`src/rtl/gpio_ovr_pkg.sv`:
```
package gpio_ovr_pkg;

   localparam int BUS_AW = 2;

   typedef enum logic [BUS_AW-1:0] {
      RSEL_PIN  = 2'd0,
      RSEL_DIR  = 2'd1,
      RSEL_PORT = 2'd2,
      RSEL_NONE = 2'd3
   } reg_sel_e;

   typedef struct packed {
      logic dir_en;
      logic dir_val;
      logic lvl_en;
      logic lvl_val;
   } pin_ovr_t;

   localparam pin_ovr_t OVR_NONE = '{dir_en: 1'b0, dir_val: 1'b0, lvl_en: 1'b0, lvl_val: 1'b0};

endpackage

```
`src/rtl/gpio_in_sync.sv`:
```
module gpio_in_sync #(
   parameter int WIDTH  = 8,
   parameter int STAGES = 2
) (
   input  logic             clk,
   input  logic             rst_n,
   input  logic [WIDTH-1:0] d,
   output logic [WIDTH-1:0] q
);

   if (STAGES < 2) begin : g_bad_stages
      $error("gpio_in_sync: STAGES must be at least 2");
   end

   logic [WIDTH-1:0] chain [STAGES];

   always_ff @(posedge clk or negedge rst_n) begin
      if (!rst_n) begin
         for (int s = 0; s < STAGES; s++) chain[s] <= '0;
      end else begin
         chain[0] <= d;
         for (int s = 1; s < STAGES; s++) chain[s] <= chain[s-1];
      end
   end

   assign q = chain[STAGES-1];

endmodule

```
`src/rtl/gpio_ovr_map.sv`:
```
module gpio_ovr_map
   import gpio_ovr_pkg::*;
#(
   parameter int WIDTH    = 8,
   parameter int TX_PIN   = 3,
   parameter int RX_PIN   = 2,
   parameter int CMPA_PIN = 1,
   parameter int CMPB_PIN = 0,
   parameter int CLK_PIN  = 0
) (
   input  logic [WIDTH-1:0] dir_q,
   input  logic             tx_en,
   input  logic             tx_data,
   input  logic             rx_en,
   input  logic             cmpa_en,
   input  logic             cmpa_data,
   input  logic             cmpb_en,
   input  logic             cmpb_data,
   input  logic             ck_req,
   input  logic             clk_div,
   output pin_ovr_t         ovr [WIDTH]
);

   for (genvar i = 0; i < WIDTH; i++) begin : g_pin
      localparam bit IS_TX   = (i == TX_PIN);
      localparam bit IS_RX   = (i == RX_PIN);
      localparam bit IS_CMPA = (i == CMPA_PIN);
      localparam bit IS_CMPB = (i == CMPB_PIN);
      localparam bit IS_CLK  = (i == CLK_PIN);

      // lowest priority first; later claims overwrite earlier ones
      always_comb begin
         ovr[i] = OVR_NONE;
         if (IS_CMPB && cmpb_en && dir_q[i]) begin
            ovr[i].lvl_en  = 1'b1;
            ovr[i].lvl_val = cmpb_data;
         end
         if (IS_CMPA && cmpa_en && dir_q[i]) begin
            ovr[i].lvl_en  = 1'b1;
            ovr[i].lvl_val = cmpa_data;
         end
         if (IS_RX && rx_en) begin
            ovr[i].dir_en  = 1'b1;
            ovr[i].dir_val = 1'b0;
         end
         if (IS_TX && tx_en) begin
            ovr[i].dir_en  = 1'b1;
            ovr[i].dir_val = 1'b1;
            ovr[i].lvl_en  = 1'b1;
            ovr[i].lvl_val = tx_data;
         end
         if (IS_CLK && ck_req) begin
            ovr[i].dir_en  = 1'b1;
            ovr[i].dir_val = 1'b1;
            ovr[i].lvl_en  = 1'b1;
            ovr[i].lvl_val = clk_div;
         end
      end
   end

endmodule

```
`src/rtl/gpio_pin_cell.sv`:
```
module gpio_pin_cell
   import gpio_ovr_pkg::*;
(
   input  logic     dir_bit,
   input  logic     port_bit,
   input  logic     pu_block,
   input  pin_ovr_t ovr,
   output logic     oe,
   output logic     out,
   output logic     pu
);

   logic oe_eff;
   logic lvl_eff;

   always_comb begin
      oe_eff  = ovr.dir_en ? ovr.dir_val : dir_bit;
      lvl_eff = ovr.lvl_en ? ovr.lvl_val : port_bit;
      oe      = oe_eff;
      out     = oe_eff & lvl_eff;
      pu      = ~oe_eff & port_bit & ~pu_block;
   end

endmodule

```
`src/rtl/gpio_port_ovr.sv`:
```
module gpio_port_ovr
   import gpio_ovr_pkg::*;
#(
   parameter int WIDTH       = 8,
   parameter int SYNC_STAGES = 2,
   parameter int TX_PIN      = 3,
   parameter int RX_PIN      = 2,
   parameter int CMPA_PIN    = 1,
   parameter int CMPB_PIN    = 0,
   parameter int CLK_PIN     = 0,
   parameter bit CLKOUT_EN   = 1'b1
) (
   input  logic             clk,
   input  logic             rst_n,
   input  logic [1:0]       bus_addr,
   input  logic             bus_we,
   input  logic [WIDTH-1:0] bus_wdata,
   output logic [WIDTH-1:0] bus_rdata,
   input  logic [WIDTH-1:0] pad_in,
   output logic [WIDTH-1:0] pad_out,
   output logic [WIDTH-1:0] pad_oe,
   output logic [WIDTH-1:0] pad_pu,
   input  logic             pullup_dis,
   input  logic             tx_en,
   input  logic             tx_data,
   input  logic             rx_en,
   input  logic             cmpa_en,
   input  logic             cmpa_data,
   input  logic             cmpb_en,
   input  logic             cmpb_data,
   input  logic             clkout_cfg,
   input  logic             clk_div
);

   // elaboration checks
   if (WIDTH < 1 || WIDTH > 32) begin : g_bad_width
      $error("gpio_port_ovr: WIDTH out of range");
   end
   if (TX_PIN >= WIDTH || RX_PIN >= WIDTH || CMPA_PIN >= WIDTH ||
       CMPB_PIN >= WIDTH || CLK_PIN >= WIDTH) begin : g_bad_pin
      $error("gpio_port_ovr: peripheral pin index beyond WIDTH");
   end
   if (TX_PIN == RX_PIN) begin : g_bad_serial
      $error("gpio_port_ovr: transmit and receive pins must differ");
   end

   logic [WIDTH-1:0] dir_q;
   logic [WIDTH-1:0] port_q;
   logic [WIDTH-1:0] pin_sync;
   logic             ck_req;
   pin_ovr_t         ovr [WIDTH];
   reg_sel_e         sel;

   assign sel = reg_sel_e'(bus_addr);

   // register file
   always_ff @(posedge clk or negedge rst_n) begin
      if (!rst_n) begin
         dir_q  <= '0;
         port_q <= '0;
      end else if (bus_we) begin
         case (sel)
            RSEL_DIR:  dir_q  <= bus_wdata;
            RSEL_PORT: port_q <= bus_wdata;
            default:   ;
         endcase
      end
   end

   always_comb begin
      case (sel)
         RSEL_PIN:  bus_rdata = pin_sync;
         RSEL_DIR:  bus_rdata = dir_q;
         RSEL_PORT: bus_rdata = port_q;
         default:   bus_rdata = '0;
      endcase
   end

   // clock-output option
   if (CLKOUT_EN) begin : g_ck
      assign ck_req = clkout_cfg;
   end else begin : g_no_ck
      assign ck_req = 1'b0;
   end

   gpio_in_sync #(
      .WIDTH  (WIDTH),
      .STAGES (SYNC_STAGES)
   ) u_sync (
      .clk   (clk),
      .rst_n (rst_n),
      .d     (pad_in),
      .q     (pin_sync)
   );

   gpio_ovr_map #(
      .WIDTH    (WIDTH),
      .TX_PIN   (TX_PIN),
      .RX_PIN   (RX_PIN),
      .CMPA_PIN (CMPA_PIN),
      .CMPB_PIN (CMPB_PIN),
      .CLK_PIN  (CLK_PIN)
   ) u_map (
      .dir_q     (dir_q),
      .tx_en     (tx_en),
      .tx_data   (tx_data),
      .rx_en     (rx_en),
      .cmpa_en   (cmpa_en),
      .cmpa_data (cmpa_data),
      .cmpb_en   (cmpb_en),
      .cmpb_data (cmpb_data),
      .ck_req    (ck_req),
      .clk_div   (clk_div),
      .ovr       (ovr)
   );

   for (genvar i = 0; i < WIDTH; i++) begin : g_cell
      gpio_pin_cell u_cell (
         .dir_bit  (dir_q[i]),
         .port_bit (port_q[i]),
         .pu_block (pullup_dis),
         .ovr      (ovr[i]),
         .oe       (pad_oe[i]),
         .out      (pad_out[i]),
         .pu       (pad_pu[i])
      );
   end

endmodule

```
`config.mk`:
```
export PLATFORM = sky130hd
export DESIGN_NAME = gpio_port_ovr
export DESIGN_NICKNAME = d
export VERILOG_FILES = /design/src/rtl/gpio_ovr_pkg.sv /design/src/rtl/gpio_in_sync.sv /design/src/rtl/gpio_ovr_map.sv /design/src/rtl/gpio_pin_cell.sv /design/src/rtl/gpio_port_ovr.sv
export SDC_FILE = /design/constraint.sdc
export NUM_CORES = 1
export LEC_CHECK = 0
export BUFFER_PORTS_ARGS = -buffer_cell sky130_fd_sc_hd__buf_2
export CORE_ASPECT_RATIO = 2
export CORE_MARGIN = 2
export CORE_UTILIZATION = 45
export CTS_BUF_LIST = sky130_fd_sc_hd__clkbuf_4
export DETAILED_ROUTE_END_ITERATION = 16
export GPL_ROUTABILITY_DRIVEN = 0
export PLACE_DENSITY = 0.76
export REMOVE_ABC_BUFFERS = 1
export SETUP_SLACK_MARGIN = 0.05
export SLEW_MARGIN = 20
export SYNTH_ARGS = -nofsm -noshare
export SYNTH_HDL_FRONTEND = slang
export SYNTH_SLANG_ARGS = --single-unit
```
`constraint.sdc`:
```
create_clock -name clk -period 1.1 [get_ports clk]
set_input_delay 0.22 -clock clk [delete_from_list [all_inputs] [get_ports clk]]
set_output_delay 0.22 -clock clk [all_outputs]
set_load 0.01 [all_outputs]
```
* Word-level counts from Yosys, hierarchy flattened
Cells that the tools add are included.
Storage, ports and cells: bits of input ports 31, output and inout port bits 32, bits in registers 32, logic and storage cells 56
Operators by class: bitwise gates (word level) 33, reduce and logical (&&, ||, !) cells 5, eq/ne operators 2, multiplexer cells 12
Operator list (number):
- $and A1 B1 Y1 | 24
- $pmux W8 S3 | 1
- $not A1 Y1 | 9
- $mux W4 | 2
- $mux W1 | 6
- $mux W2 | 3
- $reduce_and A2 Y1 | 2
- $eq A2 B1 Y1 const B | 1
- $eq A2 B2 Y1 const B | 1
- $logic_and A1 B1 Y1 | 2
- $logic_not A2 Y1 | 1

* Longest topological paths before layout
Gate-level depths: netlist (run 1).
word-level depth 7, mapped depth 4, depth with buffers taken out 2

* By module
A second synthesis (run 1) with hierarchy kept.
Second synthesis, totals: cells, all modules 145, area total of the unflattened synthesis 1869.3 um2
By module, submodules not included:
- gpio_port_ovr | area an instance 800.8 um2, instances 1, seq. area each 400.4 um2, cells an instance 54
- gpio_in_sync | area an instance 460.4 um2, instances 1, seq. area each 400.4 um2, cells an instance 24
- gpio_pin_cell | area an instance 45.0 um2, instances 8, seq. area each 0.0 um2, cells an instance 4
- gpio_ovr_map | area an instance 247.7 um2, instances 1, seq. area each 0.0 um2, cells an instance 35

* Worst setup path before layout (run 1)
OpenSTA, ideal clock, no wires.
kind reg-to-output, from register dir_q[0], to output port pad_pu[0], stages on the path, launching flop included 4, required time 0.880 ns, arrival 0.981 ns, slack -0.101 ns, path buffers 1, cell sequence dfrtp_1 or2_2 nor3b_1 buf_4
Between the ends: cells in the longest elaborated chain, start to end 4
RTL lines:
- start, declared | line gpio_port_ovr.sv:47 | logic [WIDTH-1:0] dir_q;
- start signal, assigned | line gpio_port_ovr.sv:63 | RSEL_DIR: dir_q <= bus_wdata;
- $mux W1 | line gpio_pin_cell.sv:17 | oe_eff = ovr.dir_en ? ovr.dir_val : dir_bit;
- via g_cell[0].u_cell.oe | line gpio_pin_cell.sv:8 | output logic oe,
- $not A1 Y1 | line gpio_pin_cell.sv:21 | pu = ~oe_eff & port_bit & ~pu_block;
- $and A1 B1 Y1 (2 in series) | line gpio_pin_cell.sv:21
- end, declared | line gpio_port_ovr.sv:22 | output logic [WIDTH-1:0] pad_pu,
The timed path passes the listed nets, and every way through them passes these cells.

* Worst setup path in the final report (run 1)
from register dir_q[0], to output port pad_pu[0]
Between the ends: cells in the longest elaborated chain, start to end 4
RTL lines (line):
- $mux W1 | gpio_pin_cell.sv:17
- $not A1 Y1 | gpio_pin_cell.sv:21
- $and A1 B1 Y1 (2 in series) | gpio_pin_cell.sv:21
Every way passes these cells.

==> results.toml, run 1 <==
[outcome]
status = "complete, but fails checks"
violations = "negative setup slack"

[finish]
instances_no_fill = 218
drive_gt1_share_pct = 57.5
design_area_um2 = 2020
num_antenna_cells = 0
final_nets = 217
area_growth_pct = 30.1

[synthesis]
synthDistinctLibCells = 16
synth_area_leader_cell = "dfrtp_1"
synth_area_um2 = 1550
async_reset_ff_share_pct = 100
synth_area_leaders = "dfrtp_1 52%, buf_4 12%, mux2_2 12%"
netlist_top_cells_count = "32 x dfrtp_1, 25 x buf_4, 16 x mux2_2"
synth-warning-count = 0
seq_area_frac_synth_pct = 51.7
postSynthCellCount = 120
ys_ff_latch = 32
synth_ff_type = "dfrtp_1"
avgSynthCellArea_um2 = 12.9
yosysMostFrequentCell = "dfrtp_1"
synth_top_area_share_pct = 51.7
synth-edff-count = 0

[sta]
fin_ws_ns = -0.338
rsz0062_at_grt = "yes"
fin_crit_ns = 1.44
skew_ns = 0.0112
post-route-period-util_pct = 131
fmaxAchievable_mhz = 695
fin_setup_tns_ns = -5.56
hold_ws_ns = 0.148
tightestPinTransition_ns = 0.243
slew_headroom_pct = 83.8
slew_viol_final = 0
hold_viol_final = 0
setup_viol = 31

[detailed_routing]
wl_per_cell_um = 14.8
via_per_inst = 4.96
drc = 0
drtAntennaViolNets = 0
vias = 1082
drt_iter0_drc = 23
firstDrtPassIters = 3
wirelength_um = 3220

[power_and_ir_drop]
finalPower_mw = 2.81
peakVddDrop_v = 0.000937
p_per_area_nw_per_um2 = 1400
p_leak_nw = 1.03

[floorplanning]
ios = 63
core_um2 = 3340
dieArea_um2 = 3960
initial_core_util_pct = 46.4
die_h_um = 87.0
die_w_um = 45.5
rows = 30

[global_route]
overflow = 0
grt_pass1_vias = 1165
grt_usage_pct = 17.6
grt_antenna_before_repair = 0
grt_pass1_wl_um = 5020
grt_max_degree = 33

[critical_path]
critical_path_required_ns = 0.88
worstSetupPathDepth = 3
startpoint_type = "flop"
critPathSlowestCell = "dfrtp_1"
startpoint = "dir_q[0]$_DFFE_PN0P_"
crit_fanout = 2
end_kind = "output port"
r2r_slack_ns = 0.18
crit_buf_inv = 1
r2r-start = "dir_q[6]$_DFFE_PN0P_"
cp_cell_sequence = "or2_4 -> nor3b_2 -> buf_2"
critPathKind = "reg2out"
slowest_delay_ns = 0.39
ff2ff_path_depth = 2
critical_path.top_delay_family = "flip-flops"
cp.arrival_ns = 1.22

[hold_path]
hp-start = "bus_wdata[2]"
hold_class = "in2reg"
hold_depth = 2

[clock_tree]
cts_buffers = 5
cts_sinks = 32
h-tree-depth = 2
root_buffer = "clkbuf_4"
clk_latency_ns = 0.31
clk_path_buf_depth = 2
cts.clk_slew.worst_paths_ns = 0.09
cts_tree = "done"

[run]
maxCapViolCount = 0

[placed_design]
placed_cell_area_um2 = 1790
portBuffers = 62
dp_cells = 198
post-dp-hpwl_um = 2460
-- where the power goes --
group / switching, mW / internal, mW / leakage (nW)
Sequential: 0.111 / 1.32 / 0.376
Clock: 0.345 / 0.223 / 0.0261
Combinational: 0.345 / 0.472 / 0.625
Total: 0.801 / 2.01 / 1.03
-- layout make-up --
cell class,instances,area (µm²)
Fill cell,301,1330
Sequential cell,32,801
Multi-Input combinational cell,60,568
Timing Repair Buffer,87,562
Tap cell,32,40.0
Clock buffer,5,37.5
Clock inverter,2,7.51
-- registers in the layout (all words and copies together), names as in the netlist --
| register | count |
|---|---|
| dir_q | 8 |
| port_q | 8 |
| u_sync.q | 8 |
| u_sync.chain | 8 |
-- placed cells by master (no fill, tap or decap) --
cell type	netlist	final
nand2b_1	1	1
dfrtp_1	32	32
nand3b_4	2	2
nor2b_4	0	1
buf_12	0	1
o21ai_1	0	2
nor2b_1	3	2
mux2i_1	10	10
nand2_1	3	3
buf_4	25	14
nor3b_2	0	3
nor3b_1	8	5
mux2_2	16	16
clkbuf_4	0	5
o2bb2ai_1	8	8
or2_4	0	2
buf_6	1	5
and2_1	5	5
clkinv_1	0	2
buf_2	1	58
dlygate4sd3_1	0	9
-- worst reg2reg max path, stage by stage (launching register included) --
cell	delay, ns
dfrtp_1	0.42
buf_6	0.13
mux2_2	0.25
-- per-stage QoR --
step | utilization [%] | setup slack, ns
global placement | 53.7 | -0.0750
detailed placement | 53.7 | -0.0963
finish | 60.3 | -0.338
floorplan | - | -0.159
CTS | 59.1 | -0.350
global route | 60.3 | -0.404
-- worst paths after layout --
| path | to |
|---|---|
| worst max-delay path | pad_pu[0] |
| worst min register to register | u_sync.q[1]$_DFF_PN0_ |
| worst min-delay path | port_q[2]$_DFFE_PN0P_ |
| worst max register to register | dir_q[6]$_DFFE_PN0P_ |
| min in group asynchronous | dir_q[2]$_DFFE_PN0P_ |
| max in group asynchronous | port_q[6]$_DFFE_PN0P_ |
-- cell families after synthesis --
family | Yosys count | share of synthesized area [%]
multiplexers | 26 | 18.1
AO/OA/AOI/OAI | 10 | 5.17
buffers and inverters | 28 | 13.4
AND/OR/NAND/NOR | 24 | 11.6
flip-flops | 32 | 51.7
-- per-layer routing --
layer | global-route usage, % | routed length (µm)
met1 | 17.9 | 1140
met2 | 30.9 | 1850
met3 | 4.15 | 160
met4 | 9.89 | 68
met5 | 0 | 0
-- repair_timing --
action,4_1_cts,5_1_grt
setup buffers,4,1
gates resized for setup,11,4
hold buffers,6,3
pin swaps,13,3
endpoints found under the hold margin,37,3
setup endpoints to repair,32,32
Note: power is estimated with default switching activity, not from simulation.
==> inputs of run 2 (changes only) <==
- MAX_ROUTING_LAYER: unset -> met4
- PLACE_DENSITY: 0.76 -> 0.73
- RECOVER_POWER: unset -> 50
- clock period: 1.1 -> 1.4 ns (I/O delays scaled with it)
==> run 2 against run 1 <==
Effect of this change: the flow still finishes with violations (negative setup slack); critical path type unchanged; design area shrank 5.3%; first-iteration DRC count shrank 52%; flip-flop and latch count is the same; power shrank 20%; core utilization shrank 3.2 points; sequential share of layout area grew 2.2 points; critical path depth is the same; non-clock buffer count shrank 9; via count shrank 0.46%; critical endpoint is now pad_pu[3]; worst setup slack gained 0.22 ns; sequential power shrank 22%; clock skew shrank 0.0019 ns.
==> results.toml, run 2 (synthesis results as in run 1) <==
[sta]
slew_headroom_pct = 49.6
setup_viol = 8
tightestPinTransition_ns = 0.756
skew_ns = 0.00939
fmaxAchievable_mhz = 660
hold_ws_ns = 0.0635
slew_viol_final = 0
post-route-period-util_pct = 108
fin_ws_ns = -0.116
fin_setup_tns_ns = -0.525
rsz0062_at_grt = "yes"
hold_viol_final = 0
fin_crit_ns = 1.52

[floorplanning]
initial_core_util_pct = 46.4
ios = 63
core_um2 = 3340
rows = 30
die_w_um = 45.5
die_h_um = 87.0
dieArea_um2 = 3960

[global_route]
grt_max_degree = 33
grtUsageMet1_pct = 17.3
grt_pass1_vias = 1087
busiest_layer = "met2"
grt_usage_pct = 18.2
grt_util_met2_pct = 30.7
grt_pass1_wl_um = 4890
overflow = 0
met3_usage_pct = 4.56
grt_antenna_before_repair = 0

[critical_path]
critical_path_required_ns = 1.12
critical_path.top_delay_family = "simple AND/OR/NAND/NOR gates"
crit_buf_inv = 1
worstSetupPathDepth = 3
slowest_delay_ns = 0.38
setup.worst_path.end = "pad_pu[3]"
r2r_slack_ns = 0.41
r2r-start = "dir_q[0]$_DFFE_PN0P_"
end_kind = "output port"
crit_fanout = 2
cp_cell_sequence = "or2_4 -> nor3b_2 -> buf_2"
startpoint_type = "flop"
critPathSlowestCell = "dfrtp_1"
cp.arrival_ns = 1.24
r2r-end = "dir_q[0]$_DFFE_PN0P_"
startpoint = "dir_q[3]$_DFFE_PN0P_"
ff2ff_path_depth = 3
critPathKind = "reg2out"

[detailed_routing]
firstDrtPassIters = 2
vias = 1077
wirelength_um = 3190
wl_per_cell_um = 15.2
drt_iter0_drc = 11
drc = 0
drtAntennaViolNets = 0
via_per_inst = 5.13

[clock_tree]
root_buffer = "clkbuf_4"
cts.clk_slew.worst_paths_ns = 0.08
cts_sinks = 32
cts_tree = "done"
clk_latency_ns = 0.32
clk_path_buf_depth = 2
cts_buffers = 5
h-tree-depth = 2

[power_and_ir_drop]
seq_power_share_pct = 50.0
p_int_mw = 1.62
p_per_area_nw_per_um2 = 1180
p_leak_nw = 0.969
peakVddDrop_v = 0.000758
p_sw_uw = 624
sw_frac_of_total_pct = 27.8
clkPwrFrac_pct = 22.3
finalPower_mw = 2.24
comb_power_share_pct = 27.7

[hold_path]
hold_class = "in2reg"
hold_depth = 1

[finish]
n_fill_cell = 282
area_growth_pct = 23.2
mostFrequentLayoutCells = "59 x buf_2, 32 x dfrtp_1, 16 x mux2_2"
post-route-util_pct = 57.1
final_nets = 208
design_area_um2 = 1910
final_common_cell = "buf_2"
instances_no_fill = 210
drive_gt1_share_pct = 59.0
num_antenna_cells = 0

[outcome]
status = "complete, but fails checks"
violations = "negative setup slack"

[placed_design]
portBuffers = 62
placed_cell_area_um2 = 1760
dp_cells = 193
dp_slack_ns = 0.0575
post-dp-hpwl_um = 2400

[run]
maxCapViolCount = 0
-- run 2: cell types whose count changed in the layout (fill, tap and decap cells not counted), sizes merged --
| cell | change |
|---|---|
| buf | -4 |
| clkbuf | +5 |
| clkinv | -1 |
| dlygate4sd3 | -8 |
-- run 2: worst reg2reg max path, cell delays in order, from the launching register on --
cell and delay [ns]:
dfrtp_1 0.38, buf_4 0.13, buf_6 0.11, mux2_2 0.25
-- run 2: worst min-delay path by stage --
stage	to	startpoint	slack, ns
final	u_sync.chain[11]$_DFF_PN0_	pad_in[3]	0.06
after global routing	u_sync.chain[11]$_DFF_PN0_	pad_in[3]	0.03
after CTS	u_sync.chain[11]$_DFF_PN0_	pad_in[3]	0.05
after detailed placement	dir_q[2]$_DFFE_PN0P_	rst_n	0.32
after global placement	port_q[2]$_DFFE_PN0P_	rst_n	0.30
after floorplan	dir_q[0]$_DFFE_PN0P_	rst_n	-0.02
-- run 2: cell type report --
cell class | count | area, µm² | area share, %
Clock buffer | 7 | 52.6 | 2.75
Sequential cell | 32 | 801 | 42.0
Timing Repair Buffer | 78 | 462 | 24.2
Tap cell | 32 | 40.0 | 2.10
Multi-Input combinational cell | 60 | 549 | 28.8
Clock inverter | 1 | 3.75 | 0.197
-- run 2: layer usage --
| layer | wire length (µm) | part of all wire, % |
|---|---|---|
| met2 | 1800 | 56 |
| met5 | 0 | 0 |
| met3 | 195 | 6.1 |
| met4 | 97 | 3.0 |
| met1 | 1100 | 34 |
-- run 2: power groups by stage --
stage | Combinational, mW | Clock (mW) | Sequential [mW]
6_report | 0.621 | 0.500 | 1.12
5_1_grt | 0.671 | 0.570 | 1.14
4_1_cts | 0.612 | 0.525 | 1.12
3_5_place_dp | 0.526 | 0 | 1.15
3_3_place_gp | 0.510 | 0 | 1.13
2_1_floorplan | 0.264 | 0 | 1.13
-- run 2: what timing repair did --
| item | CTS | global route |
|---|---|---|
| gates resized for setup | 11 | 3 |
| hold buffers | 1 | 0 |
| pin swaps | 15 | 3 |
| endpoints found under the hold margin | 32 | 0 |
| endpoints found under the setup margin | 22 | 26 |
| setup buffers | 6 | 2 |
